===== config.mk =====
export PLATFORM = sky130hd
export DESIGN_NAME = pinbank_ctrl
export DESIGN_NICKNAME = d
export VERILOG_FILES = /design/src/rtl/pinbank_pkg.sv /design/src/rtl/pinbank_sync.sv /design/src/rtl/pinbank_lane.sv /design/src/rtl/pinbank_snapshot.sv /design/src/rtl/pinbank_ctrl.sv
export SDC_FILE = /design/constraint.sdc
export NUM_CORES = 1
export LEC_CHECK = 0
export BUFFER_PORTS_ARGS = -buffer_cell sky130_fd_sc_hd__buf_2
export CAP_MARGIN = 0
export CORE_ASPECT_RATIO = 0.75
export CORE_MARGIN = 3
export CORE_UTILIZATION = 46
export DETAILED_ROUTE_END_ITERATION = 8
export MAX_ROUTING_LAYER = met4
export PLACE_DENSITY = 0.69
export SYNTH_ARGS = -nofsm -noshare
export SYNTH_HDL_FRONTEND = slang
export SYNTH_HIERARCHICAL = 1
export SYNTH_SLANG_ARGS = --single-unit

===== constraint.sdc =====
create_clock -name clk -period 2.8 [get_ports clk]
set_input_delay 0.56 -clock clk [delete_from_list [all_inputs] [get_ports clk]]
set_output_delay 0.56 -clock clk [all_outputs]
set_load 0.1 [all_outputs]

===== src/rtl/pinbank_pkg.sv =====
package pinbank_pkg;

  localparam int unsigned REG_W = 32;

  // word offsets inside one bank window
  localparam int unsigned OFS_DRIVE_HI = 0;
  localparam int unsigned OFS_DRIVE_LO = 1;
  localparam int unsigned OFS_RELEASE  = 2;

  typedef enum logic [1:0] {
    OP_NONE,
    OP_HI,
    OP_LO,
    OP_REL
  } pin_op_e;

  // number of built pins that fall in the bank starting at pin lo
  function automatic int unsigned lanes_in_bank(int unsigned total,
                                                int unsigned lo,
                                                int unsigned width);
    if (total <= lo)
      return 0;
    else if (total - lo >= width)
      return width;
    else
      return total - lo;
  endfunction

endpackage


===== src/rtl/pinbank_sync.sv =====
module pinbank_sync #(
  parameter int unsigned WIDTH  = 8,
  parameter int unsigned STAGES = 2
) (
  input  logic             clk,
  input  logic [WIDTH-1:0] din,
  output logic [WIDTH-1:0] dout
);

  logic [WIDTH-1:0] chain [STAGES];

  always_ff @(posedge clk) begin
    chain[0] <= din;
    for (int i = 1; i < STAGES; i++)
      chain[i] <= chain[i-1];
  end

  assign dout = chain[STAGES-1];

endmodule


===== src/rtl/pinbank_lane.sv =====
module pinbank_lane
  import pinbank_pkg::*;
#(
  parameter int unsigned LANES = 32
) (
  input  logic             clk,
  input  logic             rst,
  input  pin_op_e          op,
  input  logic [LANES-1:0] mask,
  output logic [LANES-1:0] out_q,
  output logic [LANES-1:0] oe_q
);

  always_ff @(posedge clk) begin
    if (rst) begin
      out_q <= '0;
      oe_q  <= '0;
    end else begin
      unique case (op)
        OP_HI: begin
          out_q <= out_q | mask;
          oe_q  <= oe_q | mask;
        end
        OP_LO: begin
          out_q <= out_q & ~mask;
          oe_q  <= oe_q | mask;
        end
        OP_REL: begin
          oe_q  <= oe_q & ~mask;
        end
        default: ;
      endcase
    end
  end

endmodule


===== src/rtl/pinbank_snapshot.sv =====
module pinbank_snapshot #(
  parameter int unsigned WIDTH = 64
) (
  input  logic             clk,
  input  logic             rst,
  input  logic [WIDTH-1:0] smp,
  output logic [WIDTH-1:0] snap_q,
  output logic             done_q
);

  always_ff @(posedge clk) begin
    if (rst) begin
      snap_q <= '0;
      done_q <= 1'b0;
    end else if (!done_q) begin
      snap_q <= smp;
      done_q <= 1'b1;
    end
  end

endmodule


===== src/rtl/pinbank_ctrl.sv =====
module pinbank_ctrl
  import pinbank_pkg::*;
#(
  parameter int unsigned NUM_PINS       = 75,
  parameter int unsigned MAX_PINS       = 128,
  parameter int unsigned SYNC_STAGES    = 2,
  parameter int unsigned SNAP_PINS      = 64,
  parameter int unsigned ADDR_W         = 9,
  parameter int unsigned BANK_STRIDE_LG = 5,
  parameter logic [ADDR_W-1:0] SNAP_BASE = 9'h100
) (
  input  logic                clk,
  input  logic                rst,
  input  logic                bus_wr_en,
  input  logic                bus_rd_en,
  input  logic [ADDR_W-1:0]   bus_addr,
  input  logic [REG_W-1:0]    bus_wdata,
  output logic [REG_W-1:0]    bus_rdata,
  output logic                bus_rvalid,
  input  logic [NUM_PINS-1:0] pin_in,
  output logic [NUM_PINS-1:0] pin_out,
  output logic [NUM_PINS-1:0] pin_oe
);

  localparam int unsigned BANK_W     = REG_W;
  localparam int unsigned NUM_BANKS  = MAX_PINS / BANK_W;
  localparam int unsigned BANK_SEL_W = $clog2(NUM_BANKS);
  localparam int unsigned OFS_W      = BANK_STRIDE_LG - 2;
  localparam int unsigned SNAP_W     = (SNAP_PINS < NUM_PINS) ? SNAP_PINS : NUM_PINS;
  localparam int unsigned SNAP_WORDS = SNAP_PINS / BANK_W;

  // ---------------- synchronizer ----------------
  logic [NUM_PINS-1:0] sync_val;
  logic [MAX_PINS-1:0] sync_ext;

  pinbank_sync #(.WIDTH(NUM_PINS), .STAGES(SYNC_STAGES)) u_sync (
    .clk  (clk),
    .din  (pin_in),
    .dout (sync_val)
  );

  assign sync_ext = MAX_PINS'(sync_val);

  // ---------------- power-up snapshot ----------------
  logic [SNAP_W-1:0]    snap_q;
  logic                 snap_done;
  logic [SNAP_PINS-1:0] snap_ext;

  pinbank_snapshot #(.WIDTH(SNAP_W)) u_snap (
    .clk    (clk),
    .rst    (rst),
    .smp    (sync_val[SNAP_W-1:0]),
    .snap_q (snap_q),
    .done_q (snap_done)
  );

  assign snap_ext = SNAP_PINS'(snap_q);

  // ---------------- address decode ----------------
  logic                  in_bank;
  logic                  in_snap;
  logic [BANK_SEL_W-1:0] bank_sel;
  logic [OFS_W-1:0]      ofs;
  logic [ADDR_W-1:0]     snap_off;
  pin_op_e               dec_op;

  assign in_bank  = bus_addr < ADDR_W'(NUM_BANKS << BANK_STRIDE_LG);
  assign in_snap  = (bus_addr >= SNAP_BASE) &&
                    (bus_addr < SNAP_BASE + ADDR_W'(SNAP_WORDS * 4));
  assign bank_sel = bus_addr[BANK_STRIDE_LG +: BANK_SEL_W];
  assign ofs      = bus_addr[BANK_STRIDE_LG-1:2];
  assign snap_off = bus_addr - SNAP_BASE;

  always_comb begin
    dec_op = OP_NONE;
    if (bus_wr_en && in_bank) begin
      if (ofs == OFS_W'(OFS_DRIVE_HI))
        dec_op = OP_HI;
      else if (ofs == OFS_W'(OFS_DRIVE_LO))
        dec_op = OP_LO;
      else if (ofs == OFS_W'(OFS_RELEASE))
        dec_op = OP_REL;
    end
  end

  // ---------------- one lane block per built bank ----------------
  for (genvar k = 0; k < NUM_BANKS; k++) begin : g_bank
    localparam int unsigned LO  = k * BANK_W;
    localparam int unsigned CNT = lanes_in_bank(NUM_PINS, LO, BANK_W);
    if (CNT > 0) begin : g_impl
      pin_op_e lane_op;
      assign lane_op = (bank_sel == BANK_SEL_W'(k)) ? dec_op : OP_NONE;

      pinbank_lane #(.LANES(CNT)) u_lane (
        .clk   (clk),
        .rst   (rst),
        .op    (lane_op),
        .mask  (bus_wdata[CNT-1:0]),
        .out_q (pin_out[LO +: CNT]),
        .oe_q  (pin_oe[LO +: CNT])
      );
    end
  end

  // ---------------- read path ----------------
  logic [REG_W-1:0] rd_word;

  always_comb begin
    rd_word = '0;
    if (in_bank) begin
      if (ofs == OFS_W'(OFS_DRIVE_HI))
        rd_word = sync_ext[int'(bank_sel) * BANK_W +: BANK_W];
    end else if (in_snap) begin
      rd_word = snap_ext[int'(snap_off >> 2) * BANK_W +: BANK_W];
    end
  end

  always_ff @(posedge clk) begin
    if (rst) begin
      bus_rdata  <= '0;
      bus_rvalid <= 1'b0;
    end else begin
      bus_rvalid <= bus_rd_en;
      if (bus_rd_en)
        bus_rdata <= rd_word;
    end
  end

endmodule


==> implementation parameters <==
Parameter                              Value

Hold path
  Count of cells along the worst hold path ... 1
  Hold Crit Class ... input port to flip-flop
  Endpoint with the worst hold slack ... u_sync/chain[0][56]
  Start point of the worst hold path ... pin_in[56]

Power and ir drop
  Power density of the placed cells ... 710 nW/um^2
  Post-layout power ... 12100 uW
  Maximum resistive drop on vdd ... 492 uV
  Total leakage power ... 0.00775 uW

Timing
  Final number of setup-violating endpoints ... 0
  Number of hold violations in the final report ... 0
  Setup repair after global routing missed its margin ... no
  Transition time at the pin with the least slew margin ... 0.611 ns
  Clock skew ... 0.0169 ns
  Aggregate negative setup slack ... 0 ns
  Highest attainable clock frequency ... 474 MHz
  Fin crit share ... 75.4%
  Shortest clock period the worst path allows after layout ... 2.11 ns
  Final Slew Violations ... 0
  Worst max-slew margin expressed relative to the limit ... 59.2%

Yosys
  Area fraction of the dominant cell type after synthesis ... 54.5%
  Register bit total from synthesis ... 398
  Async set-reset flop share out of synthesis ... 0%
  Most common flop cell mapped by yosys ... dfxtp_1
  Synth Instances ... 1294
  Ranking of synthesized cells by area ... dfxtp_1, mux2i_1, nand2b_1
  Netlist area before placement ... 14600 um^2
  Register area share after synthesis ... 54.5%
  Distinct cell type count of the synthesized netlist ... 32
  Commonest cells post-synth ... dfxtp_1, mux2i_1, nand2b_1
  Mapped Nets ... 1423
  Top cell type by total area after synthesis ... dfxtp_1
  Yosys warns ... 6
  Most frequent cell after synthesis ... dfxtp_1
  EDFF count, synth ... 0
  Per-instance average area after synthesis ... 11.3 um^2

Placed design
  Placed cell area ... 15800 um^2
  Cell count after placement ... 1844
  Routability-driven placement congestion ratio ... 0.886
  Port Buffer Count ... 300
  Half-perimeter wire length of the detailed placement result ... 23.4 mm

Clock network
  Deepest level of the CTS H-tree ... 2
  Clock slew at the register clock pins of the worst setup and hold paths ... 0.06 ns
  Number of buffers created by CTS ... 39
  CTS Root Cell ... clkbuf_16
  Clk Latency, worst-skew pair ... 0.53 ns
  Number of buffers inserted by hold repair at cts ... 0
  Cells resized by post-CTS repair ... 0
  TritonCTS clock tree ... done
  Sink Count ... 398
  Buffer depth of the longest clock path ... 3
  Post-CTS repair timing setup buffer count ... 0

Critical path
  Cell count of the worst reg-to-reg path ... 3
  Arr. time, crit path ... 2.53 ns
  Launch point of the worst reg-to-reg path ... u_snap/done_q
  Required time at the worst-slack endpoint ... 3.22 ns
  Category of the most critical setup path ... input port to flip-flop
  Crit path capture type ... flip-flop
  Kind of start point of the critical path ... input port
  Crit-path max FO ... 64
  Reg2reg end ... u_snap/snap_q[19]
  Worst setup slack for register-to-register paths ... 1.32 ns

Global route
  Number of global-route vias before repair ... 9649
  Largest net degree at the start of global routing ... 87
  Antenna violations before repair ... 1
  Remaining global-route overflow ... 0
  First-pass GRT wire length ... 53.9 mm
  Combined global-route utilization of all metal layers ... 20.4%

Layout
  Number of inserted diodes ... 0
  Total non-filler cell area in the finished layout ... 17000 um^2
  Final layout net count ... 1615
  Multi-input gate area in the final layout ... 5460 um^2
  Area growth from synthesis to final layout ... 16.5%
  Register area ... 7970 um^2
  Final Non-Filler Cells ... 1915
  Number of fill cells ... 2645
  Layout cell share with drive strength beyond 1 ... 28.9%

Detailed routing
  Wire per inst ... 18.3 um
  Via count ... 9955
  Detailed-route vias per instance ... 5.20
  Post-detailed-route DRC marker count ... 0
  Total detailed-routing wirelength ... 35.0 mm
  Number of DRC violations after detailed-routing iteration 0 ... 759
  Number of nets with antenna violations after detailed routing ... 0
  Initial DRT Pass Iterations ... 5

Floorplanning
  Number of top-level pins ... 303
  Chip Width ... 212 um
  Cell Rows ... 55
  Area inside the core boundary ... 30800 um^2
  Starting density of the core ... 47.5%
  Area enclosed by the die boundary ... 34000 um^2
  Die Ht ... 160 um

Outcome
  Status ... finished clean

Run
  Max-cap check violation count ... 0
per-stage QoR:
step | setup slack [ns] | utilization (%) | hold slack [ns]
6_report | 0.688 | 55.4 | 0.126
3_5_place_dp | 0.154 | 51.2 | 0.312
2_1_floorplan | 0.420 | - | 0.310
3_3_place_gp | 0.238 | 51.2 | 0.311
5_1_grt | 0.425 | 55.4 | 0.0989
4_1_cts | 0.717 | 55.4 | 0.0956
layout make-up:
type,instances,share of cell area [%]
clock buffer,57,6.60
clock inverter,14,0.852
inverter,7,0.154
multi-input combinational,717,32.0
sequential,398,46.8
tap,399,2.93
timing repair buffer,323,10.6
routing by layer:
metal	share of wire (%)	vias up	global-route usage, %	routed length (um)
li1	-	4827	-	-
met1	46	4730	27.9	16100
met2	45	330	30.6	15600
met3	6.4	68	3.65	2230
met4	3.0	0	6.91	1070
met5	0	-	-	0
cells by family after synthesis:
group | Yosys count | share of synthesized area, %
muxes | 203 | 14.0
and+or+nand+nor | 311 | 11.9
buffers and inverters | 179 | 8.22
xor gates and xnor gates | 1 | 0.0599
DFF | 398 | 54.5
adders and majority gates | 9 | 0.770
AOI/OAI and AO/OA | 193 | 10.6
worst max-delay path by stage:
stage | endpoint | cells past startpoint | start | slack [ns]
floorplan | flip-flop | 11 | bus_addr[2] | 0.42
global placement | flip-flop | 9 | bus_addr[2] | 0.24
detailed placement | flip-flop | 9 | bus_addr[2] | 0.15
CTS | flip-flop | 9 | bus_addr[2] | 0.72
global route | flip-flop | 9 | bus_addr[8] | 0.43
finish | flip-flop | 9 | bus_addr[2] | 0.69
worst max-delay path, cell delays in order:
cell      delay (ns)
buf_2           0.14
nor4_4          0.31
nand2_1         0.20
nor3_1          0.25
inv_1           0.10
ha_2            0.35
buf_12          0.26
a21oi_1         0.11
a311oi_1        0.21
layout by cell type, fill, tap and decap left out, drive strengths merged, types with 2 or more instances in the layout:
master,instances
o2bb2ai,11
nand2,24
buf,322
nor2,100
mux2,11
nand2b,149
mux2i,192
ha,9
clkinvlp,4
or2,3
nor4,2
inv,8
clkbuf,58
dfxtp,398
bufinv,2
a311oi,86
nor2b,6
clkinv,7
nor3,23
a21oi,75
o221a,21
power breakdown:
group	internal [uW]	switching [uW]
clock	2990	2140
combinational	296	675
sequential	5880	102
Note: power is estimated with default switching activity, not from simulation.
